**config.mk**
```make
export PLATFORM = sky130hd
export DESIGN_NAME = twiddle_pair_gen
export DESIGN_NICKNAME = d
export VERILOG_FILES = /design/src/rtl/twg_pkg.sv /design/src/rtl/twg_fold.sv /design/src/rtl/twg_quarter_rom.sv /design/src/rtl/twg_correct.sv /design/src/rtl/twiddle_pair_gen.sv
export SDC_FILE = /design/constraint.sdc
export NUM_CORES = 1
export LEC_CHECK = 0
export BUFFER_PORTS_ARGS = -buffer_cell sky130_fd_sc_hd__buf_4
export CAP_MARGIN = 5
export CORE_UTILIZATION = 36
export CTS_CLUSTER_SIZE = 12
export DETAILED_ROUTE_END_ITERATION = 16
export PLACE_DENSITY = 0.57
export SLEW_MARGIN = 0
export SYNTH_ARGS = -nofsm -noshare
export SYNTH_HDL_FRONTEND = slang
export SYNTH_SLANG_ARGS = --single-unit
export TNS_END_PERCENT = 30
```
**constraint.sdc**
```tcl
create_clock -name clk -period 3.2 [get_ports clk]
set_input_delay 0.48 -clock clk [delete_from_list [all_inputs] [get_ports clk]]
set_output_delay 0.48 -clock clk [all_outputs]
set_load 0.02 [all_outputs]
```
**src/rtl/twg_pkg.sv**
```systemverilog
package twg_pkg;
    // Quadrant handling for one lookup: trade sine/cosine, negate either part
    typedef struct packed {
        logic swap;
        logic neg_re;
        logic neg_im;
    } fold_ctrl_t;
endpackage

```
**src/rtl/twg_fold.sv**
```systemverilog
module twg_fold
    import twg_pkg::*;
#(
    parameter int N_POINTS = 64,
    localparam int IW = $clog2(N_POINTS),
    localparam int AW = IW - 2
) (
    input  logic [IW-1:0] k,
    output logic [AW-1:0] addr,
    output fold_ctrl_t    ctrl
);
    logic [1:0] quad;
    assign quad = k[IW-1 -: 2];
    assign addr = k[AW-1:0];

    always_comb begin
        unique case (quad)
            2'd0: ctrl = '{swap: 1'b0, neg_re: 1'b0, neg_im: 1'b1};
            2'd1: ctrl = '{swap: 1'b1, neg_re: 1'b1, neg_im: 1'b1};
            2'd2: ctrl = '{swap: 1'b0, neg_re: 1'b1, neg_im: 1'b0};
            2'd3: ctrl = '{swap: 1'b1, neg_re: 1'b0, neg_im: 1'b0};
            default: ctrl = '0;
        endcase
    end
endmodule

```
**src/rtl/twg_quarter_rom.sv**
```systemverilog
module twg_quarter_rom #(
    parameter int N_POINTS = 64,
    parameter int WIDTH    = 16,
    parameter int FRAC     = 14,
    parameter int PORTS    = 2,
    localparam int QTR     = N_POINTS / 4,
    localparam int AW      = $clog2(N_POINTS) - 2,
    localparam int MAXPOS  = (1 << (WIDTH - 1)) - 1
) (
    input  logic                        clk,
    input  logic                        rst_n,
    input  logic [PORTS-1:0][AW-1:0]    addr,
    output logic [PORTS-1:0][WIDTH-1:0] mag_lo,
    output logic [PORTS-1:0][WIDTH-1:0] mag_hi
);
    localparam real PI = 3.14159265358979323846;

    logic [WIDTH-1:0] tab [QTR+1];

    // Quarter-wave sine magnitudes, rounded to nearest and clipped
    for (genvar i = 0; i <= QTR; i++) begin : g_tab
        localparam real SCALED = $sin(PI * real'(i) / (2.0 * real'(QTR)))
                                 * (2.0 ** FRAC) + 0.5;
        localparam int  RAW    = $rtoi(SCALED);
        localparam int  SAT    = (RAW > MAXPOS) ? MAXPOS : RAW;
        assign tab[i] = WIDTH'(SAT);
    end

    // Each port returns the entry at addr and its mirror at QTR-addr
    for (genvar p = 0; p < PORTS; p++) begin : g_port
        logic [AW:0] idx_hi;
        assign idx_hi = (AW+1)'(QTR) - {1'b0, addr[p]};

        always_ff @(posedge clk or negedge rst_n) begin
            if (!rst_n) begin
                mag_lo[p] <= '0;
                mag_hi[p] <= '0;
            end else begin
                mag_lo[p] <= tab[addr[p]];
                mag_hi[p] <= tab[idx_hi];
            end
        end

        // a stored magnitude never exceeds the largest positive code
        p_mag_bound_r4: assert property (@(posedge clk) disable iff (!rst_n)
            (mag_lo[p][WIDTH-1] == 1'b0) && (mag_hi[p][WIDTH-1] == 1'b0));
    end
endmodule

```
**src/rtl/twg_correct.sv**
```systemverilog
module twg_correct
    import twg_pkg::*;
#(
    parameter int WIDTH = 16
) (
    input  logic                    clk,
    input  logic                    rst_n,
    input  fold_ctrl_t              ctrl,
    input  logic [WIDTH-1:0]        mag_lo,
    input  logic [WIDTH-1:0]        mag_hi,
    output logic signed [WIDTH-1:0] re,
    output logic signed [WIDTH-1:0] im
);
    localparam logic [WIDTH-1:0] MOST_NEG = {1'b1, {(WIDTH-1){1'b0}}};

    logic signed [WIDTH-1:0] sel_re, sel_im, nxt_re, nxt_im;

    always_comb begin
        sel_re = ctrl.swap ? signed'(mag_lo) : signed'(mag_hi);
        sel_im = ctrl.swap ? signed'(mag_hi) : signed'(mag_lo);
        nxt_re = ctrl.neg_re ? -sel_re : sel_re;
        nxt_im = ctrl.neg_im ? -sel_im : sel_im;
    end

    always_ff @(posedge clk or negedge rst_n) begin
        if (!rst_n) begin
            re <= '0;
            im <= '0;
        end else begin
            re <= nxt_re;
            im <= nxt_im;
        end
    end

    // the asymmetric negative code never appears
    p_no_overflow_r4: assert property (@(posedge clk) disable iff (!rst_n)
        (re != MOST_NEG) && (im != MOST_NEG));
endmodule

```
**src/rtl/twiddle_pair_gen.sv**
```systemverilog
module twiddle_pair_gen
    import twg_pkg::*;
#(
    parameter int N_POINTS = 64,
    parameter int WIDTH    = 16,
    parameter int FRAC     = 14,
    localparam int IW      = $clog2(N_POINTS),
    localparam int AW      = IW - 2,
    localparam int PORTS   = 2
) (
    input  logic                    clk,
    input  logic                    rst_n,
    input  logic                    in_valid,
    input  logic [IW-1:0]           k1,
    input  logic [IW-1:0]           k2,
    output logic                    out_valid,
    output logic signed [WIDTH-1:0] q1_re,
    output logic signed [WIDTH-1:0] q1_im,
    output logic signed [WIDTH-1:0] q2_re,
    output logic signed [WIDTH-1:0] q2_im
);
    localparam int MAXPOS  = (1 << (WIDTH - 1)) - 1;
    localparam int ONE_INT = ((1 << FRAC) > MAXPOS) ? MAXPOS : (1 << FRAC);
    localparam logic signed [WIDTH-1:0] ONE      = WIDTH'(ONE_INT);
    localparam logic signed [WIDTH-1:0] NEG_ONE  = -ONE;
    localparam logic [IW-1:0]           IDX_Q1   = IW'(N_POINTS / 4);
    localparam logic [IW-1:0]           IDX_HALF = IW'(N_POINTS / 2);

    logic [PORTS-1:0][IW-1:0]    idx;
    logic [PORTS-1:0][AW-1:0]    addr;
    logic [PORTS-1:0][WIDTH-1:0] mag_lo, mag_hi;
    logic [PORTS-1:0][WIDTH-1:0] res_re, res_im;
    fold_ctrl_t                  ctrl_c [PORTS];
    fold_ctrl_t                  ctrl_a [PORTS];
    logic                        vld_a, vld_b;

    assign idx[0] = k1;
    assign idx[1] = k2;

    for (genvar p = 0; p < PORTS; p++) begin : g_lane
        twg_fold #(.N_POINTS(N_POINTS)) u_fold (
            .k    (idx[p]),
            .addr (addr[p]),
            .ctrl (ctrl_c[p])
        );

        // Stage A: quadrant controls ride alongside the table read
        always_ff @(posedge clk or negedge rst_n) begin
            if (!rst_n) ctrl_a[p] <= '0;
            else        ctrl_a[p] <= ctrl_c[p];
        end

        // Stage B: sign and swap correction
        twg_correct #(.WIDTH(WIDTH)) u_correct (
            .clk    (clk),
            .rst_n  (rst_n),
            .ctrl   (ctrl_a[p]),
            .mag_lo (mag_lo[p]),
            .mag_hi (mag_hi[p]),
            .re     (res_re[p]),
            .im     (res_im[p])
        );
    end

    twg_quarter_rom #(
        .N_POINTS (N_POINTS),
        .WIDTH    (WIDTH),
        .FRAC     (FRAC),
        .PORTS    (PORTS)
    ) u_rom (
        .clk    (clk),
        .rst_n  (rst_n),
        .addr   (addr),
        .mag_lo (mag_lo),
        .mag_hi (mag_hi)
    );

    always_ff @(posedge clk or negedge rst_n) begin
        if (!rst_n) begin
            vld_a <= 1'b0;
            vld_b <= 1'b0;
        end else begin
            vld_a <= in_valid;
            vld_b <= vld_a;
        end
    end

    assign out_valid = vld_b;
    assign q1_re     = res_re[0];
    assign q1_im     = res_im[0];
    assign q2_re     = res_re[1];
    assign q2_im     = res_im[1];

    // valid appears two cycles after it enters, and only then
    p_valid_lat_r3: assert property (@(posedge clk) disable iff (!rst_n)
        in_valid |-> ##2 out_valid);
    p_idle_lat_r3: assert property (@(posedge clk) disable iff (!rst_n)
        !in_valid |-> ##2 !out_valid);

    // cardinal points are exact on port 1
    p_zero_pt_r5: assert property (@(posedge clk) disable iff (!rst_n)
        (k1 == '0) |-> ##2 (q1_re == ONE && q1_im == '0));
    p_quarter_pt_r5: assert property (@(posedge clk) disable iff (!rst_n)
        (k1 == IDX_Q1) |-> ##2 (q1_re == '0 && q1_im == NEG_ONE));
    p_half_pt_r5: assert property (@(posedge clk) disable iff (!rst_n)
        (k1 == IDX_HALF) |-> ##2 (q1_re == NEG_ONE && q1_im == '0));

    // equal indices give identical results on both ports
    p_same_idx_r7: assert property (@(posedge clk) disable iff (!rst_n)
        (k1 == k2) |-> ##2 (q1_re == q2_re && q1_im == q2_im));

    // outputs held at zero in reset
    always_comb begin
        if (!rst_n) begin
            a_reset_clear_r6: assert (out_valid == 1'b0 && q1_re == '0 && q1_im == '0
                                      && q2_re == '0 && q2_im == '0);
        end
    end
endmodule

```
-- Yosys cells after proc, flatten, opt, wreduce, memory -nomap -nowiden
Memory sizes are Yosys's and may differ from the RTL's. A register that Yosys moved wholly into a read port is not among the register bits.
Cells that the tools add are included.
- mux-type cells: 10
- eq/ne operators: 6
- bitwise logic cells: 4
- reduce and logical (&&, ||, !) cells: 6
- $add $sub $neg: 6
- operators with widths (kind ; count):
    $mux W16 ; 8
    $neg A16 Y16 ; 4
    $pmux W3 S4 ; 2
    $not A5 Y6 ; 2
    $not A4 Y5 ; 2
    $sub A5 B4 Y5 const A ; 2
    $eq A2 B2 Y1 const B ; 4
    $eq A2 B1 Y1 const B ; 2
    $logic_not A1 Y1 ; 4
    $logic_not A2 Y1 ; 2
- output and inout bits: 65
- input port bits: 15
- bits in read-only memories: 2048
- word-level logic and storage cells: 48
- memories kept: 4
- register bits: 72
- memories (name ; words ; bits a word ; read ports ; clocked after Yosys merged registers in ; wr ports ; line ; source):
    (no name shown) ; 32 ; 16 ; 1 ; 1 ; 0 ; twg_quarter_rom.sv:40 ; mag_hi[p] <= tab[idx_hi];
    (no name shown) ; 32 ; 16 ; 1 ; 1 ; 0 ; twg_quarter_rom.sv:39 ; mag_lo[p] <= tab[addr[p]];
    (no name shown) ; 32 ; 16 ; 1 ; 1 ; 0 ; twg_quarter_rom.sv:40 ;
    (no name shown) ; 32 ; 16 ; 1 ; 1 ; 0 ; twg_quarter_rom.sv:39 ;

-- Logic depth before layout (Yosys ltp)
Gate-level depths: netlist (run 1).
- depth in word-level cells: 3
- mapped depth: 10
- depth with buffers taken out: 7

-- By module
A second synthesis (run 1) with hierarchy kept.
- cell total of the unflattened synthesis: 793
- area total of the unflattened synthesis: 7847.5 µm²
- by module, submodules not included (module ; times used ; area an instance (µm²) ; cells each ; seq. area each (µm²)):
    twg_correct ; 2 ; 2192.1 ; 218 ; 800.8
    twg_quarter_rom ; 1 ; 3088.0 ; 327 ; 1451.4
    twiddle_pair_gen ; 1 ; 200.2 ; 8 ; 200.2
    twg_fold ; 2 ; 87.6 ; 11 ; 0.0

-- Worst setup path after synthesis (run 1)
OpenSTA, ideal clock, no wires.
- path kind: register to register
- from: register ctrl_a[2] in the netlist's numbering
- to: register g_lane[1].u_correct.re[12]
- arrival time: 2881 ps
- slack: 240 ps
- required time: 3121 ps
- buffers on the path: 4
- setup time: 79 ps
- period minus slack after synthesis: 2960 ps
- cell stages (with the launch flop): 11
- path through: dfrtp_1 clkbuf_1 buf_2 clkbuf_1 buf_2 mux2i_1 ha_1 nor4bb_1 o21ai_0 o41ai_1 xor2_1
- longest elaborated chain between the ends: 3
- ends and longest elaborated chain (what ; line ; source):
    start: declaration ; twiddle_pair_gen.sv:34 ; fold_ctrl_t ctrl_a [PORTS];
    start signal: indexed assignment ; twiddle_pair_gen.sv:50 ; else ctrl_a[p] <= ctrl_c[p];
    $mux W16 * ; twg_correct.sv:19 ; sel_re = ctrl.swap ? signed'(mag_lo) : signed'(mag_hi);
    $neg A16 Y16 ; twg_correct.sv:21 ; nxt_re = ctrl.neg_re ? -sel_re : sel_re;
    $mux W16 * ; twg_correct.sv:21 ;
    named net g_lane[1].u_correct.nxt_re[12] ; twg_correct.sv:16 ; logic signed [WIDTH-1:0] sel_re, sel_im, nxt_re, nxt_im;
    end signal: assignment ; twg_correct.sv:30 ; re <= nxt_re;
    end: declaration ; twg_correct.sv:11 ; output logic signed [WIDTH-1:0] re,
Mark *: on every way through the listed nets, which the timed path passes. The rest lies on a longest branch.

-- Worst setup path in the final report (run 1)
- from: register ctrl_a[2] in the netlist's numbering
- to: register g_lane[1].u_correct.re[14]
The elaborated chain is that of the path after synthesis.

==> flow_summary_export.csv, run 1 <==
group,metric,value,unit
run_status,status,"finished, final reports clean",
drt,drt-pass1-iter-count,5,
drt,vias,6141,
power,power_density,604,nW/um2
sta,finalClockSkew,0.00885,ns
sta,rsz0062_at_grt,"no",
clocking,clock_sinks,130,
final_layout,drive_gt1_share,17.5,%
worst_setup_path,rr_startpoint,"ctrl_a[2]$_DFF_PN0_",
logic_synthesis,ys_async_sr_fraction,100,%
logic_synthesis,ys.warnings.count,0,
worst_setup_path,end_kind,"flip-flop",
logic_synthesis,synthFlopType,"dfrtp_1",
grt,antenna_found_initial,1,
sta,setup_viol_count_final,0,
final_layout,n_fill_cell,2041,
floorplanning,die_x,148,um
sta,fin_crit_sh,79.7,%
final_layout,nets,894,
logic_synthesis,yosysTopAreaCellShare,42.5,%
drt,route.detailed.drc,0,
power,irDropWorstVdd,0.346,mV
sta,post-route-min-period,2.55,ns
place,place_ws,0.527,ns
floorplanning,die_area,21800,um2
grt,grt_max_degree,75,
sta,clock.fmax,0.392,GHz
place,globalplace.congestion,0.874,
logic_synthesis,synth_area,7650,um2
worst_setup_path,crit_arrival,2.89,ns
clocking,clk_latency,0.42,ns
clocking,cts_resized,0,
clocking,cts.clk_slew.worst_paths,0.06,ns
logic_synthesis,synth_cells,794,
job,maxCapViolations,0,
worst_setup_path,cp_top_family,"compound AO/OA/AOI/OAI gates",
place,io_buffers,79,
final_layout,area_growth,18.5,%
clocking,cts_tree,"built",
power,leakage,3.90,nW
clocking,cts_hold_buf,0,
final_layout,multi_input_area,4070,um2
floorplanning,core_area,20600,um2
clocking,postCtsSetupRepairBufs,0,
sta,hold_ws,0.0273,ns
clocking,cts_made_buffers,17,
logic_synthesis,synthTopCellsByArea,"dfrtp_1, mux2i_1, ha_1",
worst_setup_path,startpoint,"ctrl_a[2]$_DFF_PN0_",
logic_synthesis,synth_seq_cells,130,
drt,wire_per_inst,17.1,um
worst_hold_path,hp-class,"input port to asynchronous set/reset pin",
worst_setup_path,start_kind,"flip-flop",
logic_synthesis,yosys.area.top_type,"dfrtp_1",
clocking,cts-root-buf,"clkbuf_16",
grt,grt_overflow,0,
logic_synthesis,synth_common_cells,"dfrtp_1, o21ai_0, mux2i_1",
logic_synthesis,syn-num-nets,837,
sta,worstMarginPinSlew,1.06,ns
drt,wl,19.4,mm
worst_setup_path,crit_buf_inv,0,
drt,drtIter0Drc,606,
floorplanning,boundaryPins,80,
floorplanning,start_util,37.2,%
floorplanning,die_y,148,um
sta,finalWorstSetupSlack,0.648,ns
grt,grt_usage,18.2,%
logic_synthesis,syn_avg_cell_area,9.63,um2
logic_synthesis,synth_cell_types,66,
place,post-dp-hpwl,13.9,mm
drt,detail_route.vias_per_cell,5.42,
drt,postRouteAntennaNets,0,
worst_setup_path,cp_data_required_time,3.54,ns
worst_setup_path,max_stage_delay,0.59,ns
sta,slew_viol_final,0,
final_layout,register_area,3260,um2
final_layout,antenna_cells,0,
floorplanning,rows,52,
logic_synthesis,synth_edf_count,0,
grt,grt_pass1_vias,5505,
worst_setup_path,crit_chain,"mux2i_1 > ha_1 > nor4b_1 > o21ai_0 > o41ai_1 > xnor2_1",
sta,finalSetupTns,0,ns
worst_setup_path,critical_path_class,"flip-flop to flip-flop",
logic_synthesis,yosysMostFrequentCell,"dfrtp_1",
sta,finalHoldViolCount,0,
worst_setup_path,crit_path_max_fanout,18,
clocking,h-tree-depth,4,
logic_synthesis,yosysSeqAreaShare,42.5,%
grt,grt_pass1_wl,30.7,mm
clocking,clk_path_buf_depth,2,
sta,max_slew_margin,28.7,%
worst_setup_path,cp_slowest_cell,"dfrtp_2",
==> metal layers <==
metal / global-route usage, % / up-vias / part of all wire (%)
met5: 0 / - / 0
met4: 5.62 / 0 / 0.98
met3: 4.17 / 15 / 6.4
met2: 23.8 / 207 / 40
met1: 29.0 / 2927 / 52
li1: - / 2992 / -
==> area by class of cell <==
class	instances	share of cell area, %
Clock inverter	14	1.74
Inverter	33	1.37
Timing Repair Buffer	88	7.60
Sequential cell	130	35.9
Multi-Input combinational cell	581	44.9
Clock buffer	18	4.73
Tap cell	270	3.73
==> final timing paths <==
path | to | cells past startpoint | slack, ns
min in group clk | vld_a$_DFF_PN0_ | 1 | 0.17
max in group asynchronous | ctrl_a[2]$_DFF_PN0_ | 2 | 2.41
max | g_lane[1].u_correct.re[14]$_DFF_PN0_ | 6 | 0.65
min | u_rom.mag_hi[12]$_DFF_PN0_ | 1 | 0.03
max reg2reg | g_lane[1].u_correct.re[14]$_DFF_PN0_ | 6 | 0.65
min reg2reg | out_valid$_DFF_PN0_ | 0 | 0.37
==> power by group <==
group / switching (mW) / internal (mW) / total [mW]
sequential: 0.247 / 1.91 / 2.16
clock: 0.760 / 1.16 / 1.92
combinational: 0.810 / 0.599 / 1.41
total: 1.82 / 3.66 / 5.48
==> cells by family after synthesis <==
| logic type | after synthesis | synth area share (%) |
|---|---|---|
| AND/OR/NAND/NOR | 226 | 15.5 |
| AO/OA/AOI/OAI | 196 | 16.5 |
| flip-flops | 130 | 42.5 |
| buffers and inverters | 83 | 4.22 |
| multiplexers | 73 | 10.1 |
| XOR/XNOR | 58 | 6.64 |
| adder cells (fa/ha/maj) | 28 | 4.58 |
==> state kept, by name (all words and copies together), names as in the netlist <==
name / flops
u_rom.mag_hi: 30
vld_a: 1
g_lane.u_correct.re: 32
ctrl_a: 6
u_rom.mag_lo: 28
g_lane.u_correct.im: 32
out_valid: 1
==> cells in the final DEF (no fill, tap or decap), types with 5 or more instances in the layout <==
master and instances:
mux2_2 11, ha_1 28, nor3b_1 13, o211ai_1 5, xor2_1 40, o22ai_1 7, dfrtp_1 128, a21oi_1 42
nor4_1 10, inv_1 28, o31ai_1 10, nor4b_1 5, mux2i_1 60, nand3_1 13, o41ai_1 12, clkinv_1 5
o21ai_0 63, clkbuf_16 17, a211oi_1 9, nor3_1 33, nor2b_1 5, xnor2_1 18, or4_1 9, nor2_1 56
a31oi_1 9, buf_4 85, or2_2 6, nand2_1 52, clkinv_4 5
==> per-stage QoR <==
| step | cells | utilization, % | instance area (um2) | power [mW] |
|---|---|---|---|---|
| 4_1_cts | 1134 | 44.1 | 9070 | 5.53 |
| 3_5_place_dp | 1102 | 41.2 | 8480 | 3.59 |
| 6_report | 1134 | 44.1 | 9070 | 5.48 |
| 3_3_place_gp | 1102 | 41.2 | 8480 | 3.59 |
| 5_1_grt | 1134 | 44.1 | 9070 | 5.76 |
| 2_1_floorplan | 794 | - | 7650 | 3.01 |
Power figures use the tool's default switching activity.
==> run 2: changes to the inputs <==
Settings changed: PLACE_DENSITY 0.57 to 0.59.
Clock period 3.2 ns to 2.19 ns, I/O delays scaled along.
==> run 2 against run 1 <==
  * Clock skew up 0.0029 ns
  * Clock-buffer cell count grew 2
  * Maximum frequency up 20%
  * Sequential share of layout area fell by 2.6 points
  * Cell area is 8.0% higher
  * Non-clock buffer count increased by 74
  * Hold slack better by 0.19 ns
  * Via count grew 4.3%
==> flow_summary_export.csv, run 2 (synthesis results as in run 1) <==
group,metric,value,unit
sta,fin_crit_sh,97.1,%
final_layout,drive_gt1_share,26.0,%
floorplanning,core_area,20600,um2
job,maxCapViolations,0,
final_layout,final_common_cell,"buf_4",
drt,detail_route.vias_per_cell,5.30,
clocking,cts.clk_slew.worst_paths,0.06,ns
worst_setup_path,cp_top_family,"simple AND/OR/NAND/NOR gates",
drt,wl,19.9,mm
worst_setup_path,end_kind,"flip-flop",
run_status,status,"finished, final reports clean",
clocking,cts_made_buffers,17,
sta,setup_viol_count_final,0,
power,clkPwrFrac,34.7,%
place,globalplace.congestion,0.829,
power,p_sw_share,31.8,%
clocking,cts-root-buf,"clkbuf_16",
drt,postRouteAntennaNets,0,
grt,grt_overflow,0,
clocking,clk_latency,0.42,ns
grt,grt_usage,18.9,%
place,post-dp-hpwl,14.5,mm
final_layout,utilization,47.6,%
drt,route.detailed.drc,0,
clocking,h-tree-depth,4,
worst_setup_path,start_kind,"flip-flop",
worst_setup_path,crit_chain,"or4_1 > or4_4 > and2_4 > o41a_1",
place,dpl_cell_area,9070,um2
sta,finalClockSkew,0.0117,ns
power,internal_power,5.69,mW
final_layout,antenna_cells,0,
final_layout,nets,968,
sta,rsz0062_at_grt,"no",
final_layout,reg_top3,"g_lane.u_correct.im (32), g_lane.u_correct.re (32), u_rom.mag_hi (30)",
sta,clock.fmax,0.470,GHz
floorplanning,die_x,148,um
drt,wire_per_inst,16.4,um
power,net-switching-power,2.65,mW
drt,drtIter0Drc,640,
power,seqPwrFrac,36.8,%
worst_setup_path,r2r_slack,0.06,ns
power,irDropWorstVdd,0.417,mV
worst_setup_path,crit_buf_inv,0,
floorplanning,boundaryPins,80,
power,power_density,852,nW/um2
drt,routedLengthMet1,10.2,mm
worst_hold_path,hp-class,"input port to flip-flop",
floorplanning,rows,52,
floorplanning,die_y,148,um
worst_setup_path,cp_slowest_cell,"or4_1",
sta,slew_viol_final,0,
grt,grt_pass1_vias,5933,
drt,wl_met2,8.35,mm
final_layout,area_growth,28.0,%
clocking,cts_tree,"built",
sta,post-route-min-period,2.13,ns
worst_setup_path,crit_arrival,2.42,ns
clocking,clk_path_buf_depth,2,
power,leakage,4.30,nW
clocking,clock_sinks,130,
drt,vias,6407,
drt,drt-pass1-iter-count,5,
sta,finalHoldViolCount,0,
sta,worstMarginPinSlew,0.554,ns
place,io_buffers,79,
worst_setup_path,critical_path_class,"flip-flop to flip-flop",
drt,routed.top_layer,"met4",
worst_setup_path,cp_data_required_time,2.48,ns
floorplanning,die_area,21800,um2
worst_setup_path,crit_path_max_fanout,4,
drt,wl_met3,1.02,mm
final_layout,n_fill_cell,1974,
grt,grt_max_degree,65,
final_layout,final_cell_mix,"buf_4, dfrtp_1, o21ai_0",
final_layout,design_area,9790,um2
worst_setup_path,max_stage_delay,0.52,ns
grt,antenna_found_initial,0,
sta,max_slew_margin,62.7,%
floorplanning,start_util,37.2,%
grt,grt_pass1_wl,32.1,mm
power,comb_power_share,28.5,%
## run 2: routing by layer
layer	global-route usage, %	vias to the layer above
li1	-	3159
met1	29.2	3040
met2	25.7	193
met3	3.43	15
met4	6.96	0
met5	0	-
## run 2: power groups by stage
stage	combinational [mW]	clock, mW	sequential, mW
after floorplan	1.08	0	3.37
after global placement	2.33	0	3.10
after detailed placement	2.34	0	3.10
after CTS	2.36	2.96	3.06
after global routing	2.59	3.08	3.11
final	2.38	2.90	3.07
## run 2: area by class of cell
cell class,count,area [um2],area share (%)
well taps,270,338,3.45
inverters,33,124,1.27
flip-flops and latches,130,3260,33.3
clock inverters,12,158,1.61
clock buffers,20,457,4.66
multi-input cells,581,4200,42.9
repair buffers,162,1250,12.8
## run 2: path summary, 6_finish.rpt
kind                                      from                              endpoint  cells past startpoint
min in group asynchronous                rst_n            u_rom.mag_hi[12]$_DFF_PN0_                      2
max reg2reg                ctrl_a[2]$_DFF_PN0_  g_lane[1].u_correct.im[15]$_DFF_PN0_                      4
min reg2reg                    vld_a$_DFF_PN0_                   out_valid$_DFF_PN0_                      0
min                                      k2[2]            u_rom.mag_lo[27]$_DFF_PN0_                      2
max in group asynchronous                rst_n            u_rom.mag_lo[19]$_DFF_PN0_                      3
max                        ctrl_a[2]$_DFF_PN0_  g_lane[1].u_correct.im[15]$_DFF_PN0_                      4
## run 2: timing repair
item | in CTS | in global routing
gates resized for setup | 0 | 18
hold buffers | 2 | 0
hold endpoints to repair | 20 | 0
endpoints found under the setup margin | 0 | 21
setup buffers | 0 | 1
## run 2: per-stage QoR
stage / setup TNS (ns) / cells / setup slack [ns] / hold WS (ns) / total power [mW]
after floorplan: -0.0959 / 794 / -0.0216 / 0.0329 / 4.45
after global placement: 0 / 1173 / 0.0687 / 0.200 / 5.42
after detailed placement: 0 / 1173 / 0.0489 / 0.202 / 5.44
after CTS: 0 / 1207 / 0.0324 / 0.202 / 8.38
after global routing: 0 / 1208 / 0.00384 / 0.217 / 8.78
final: 0 / 1208 / 0.0636 / 0.222 / 8.34
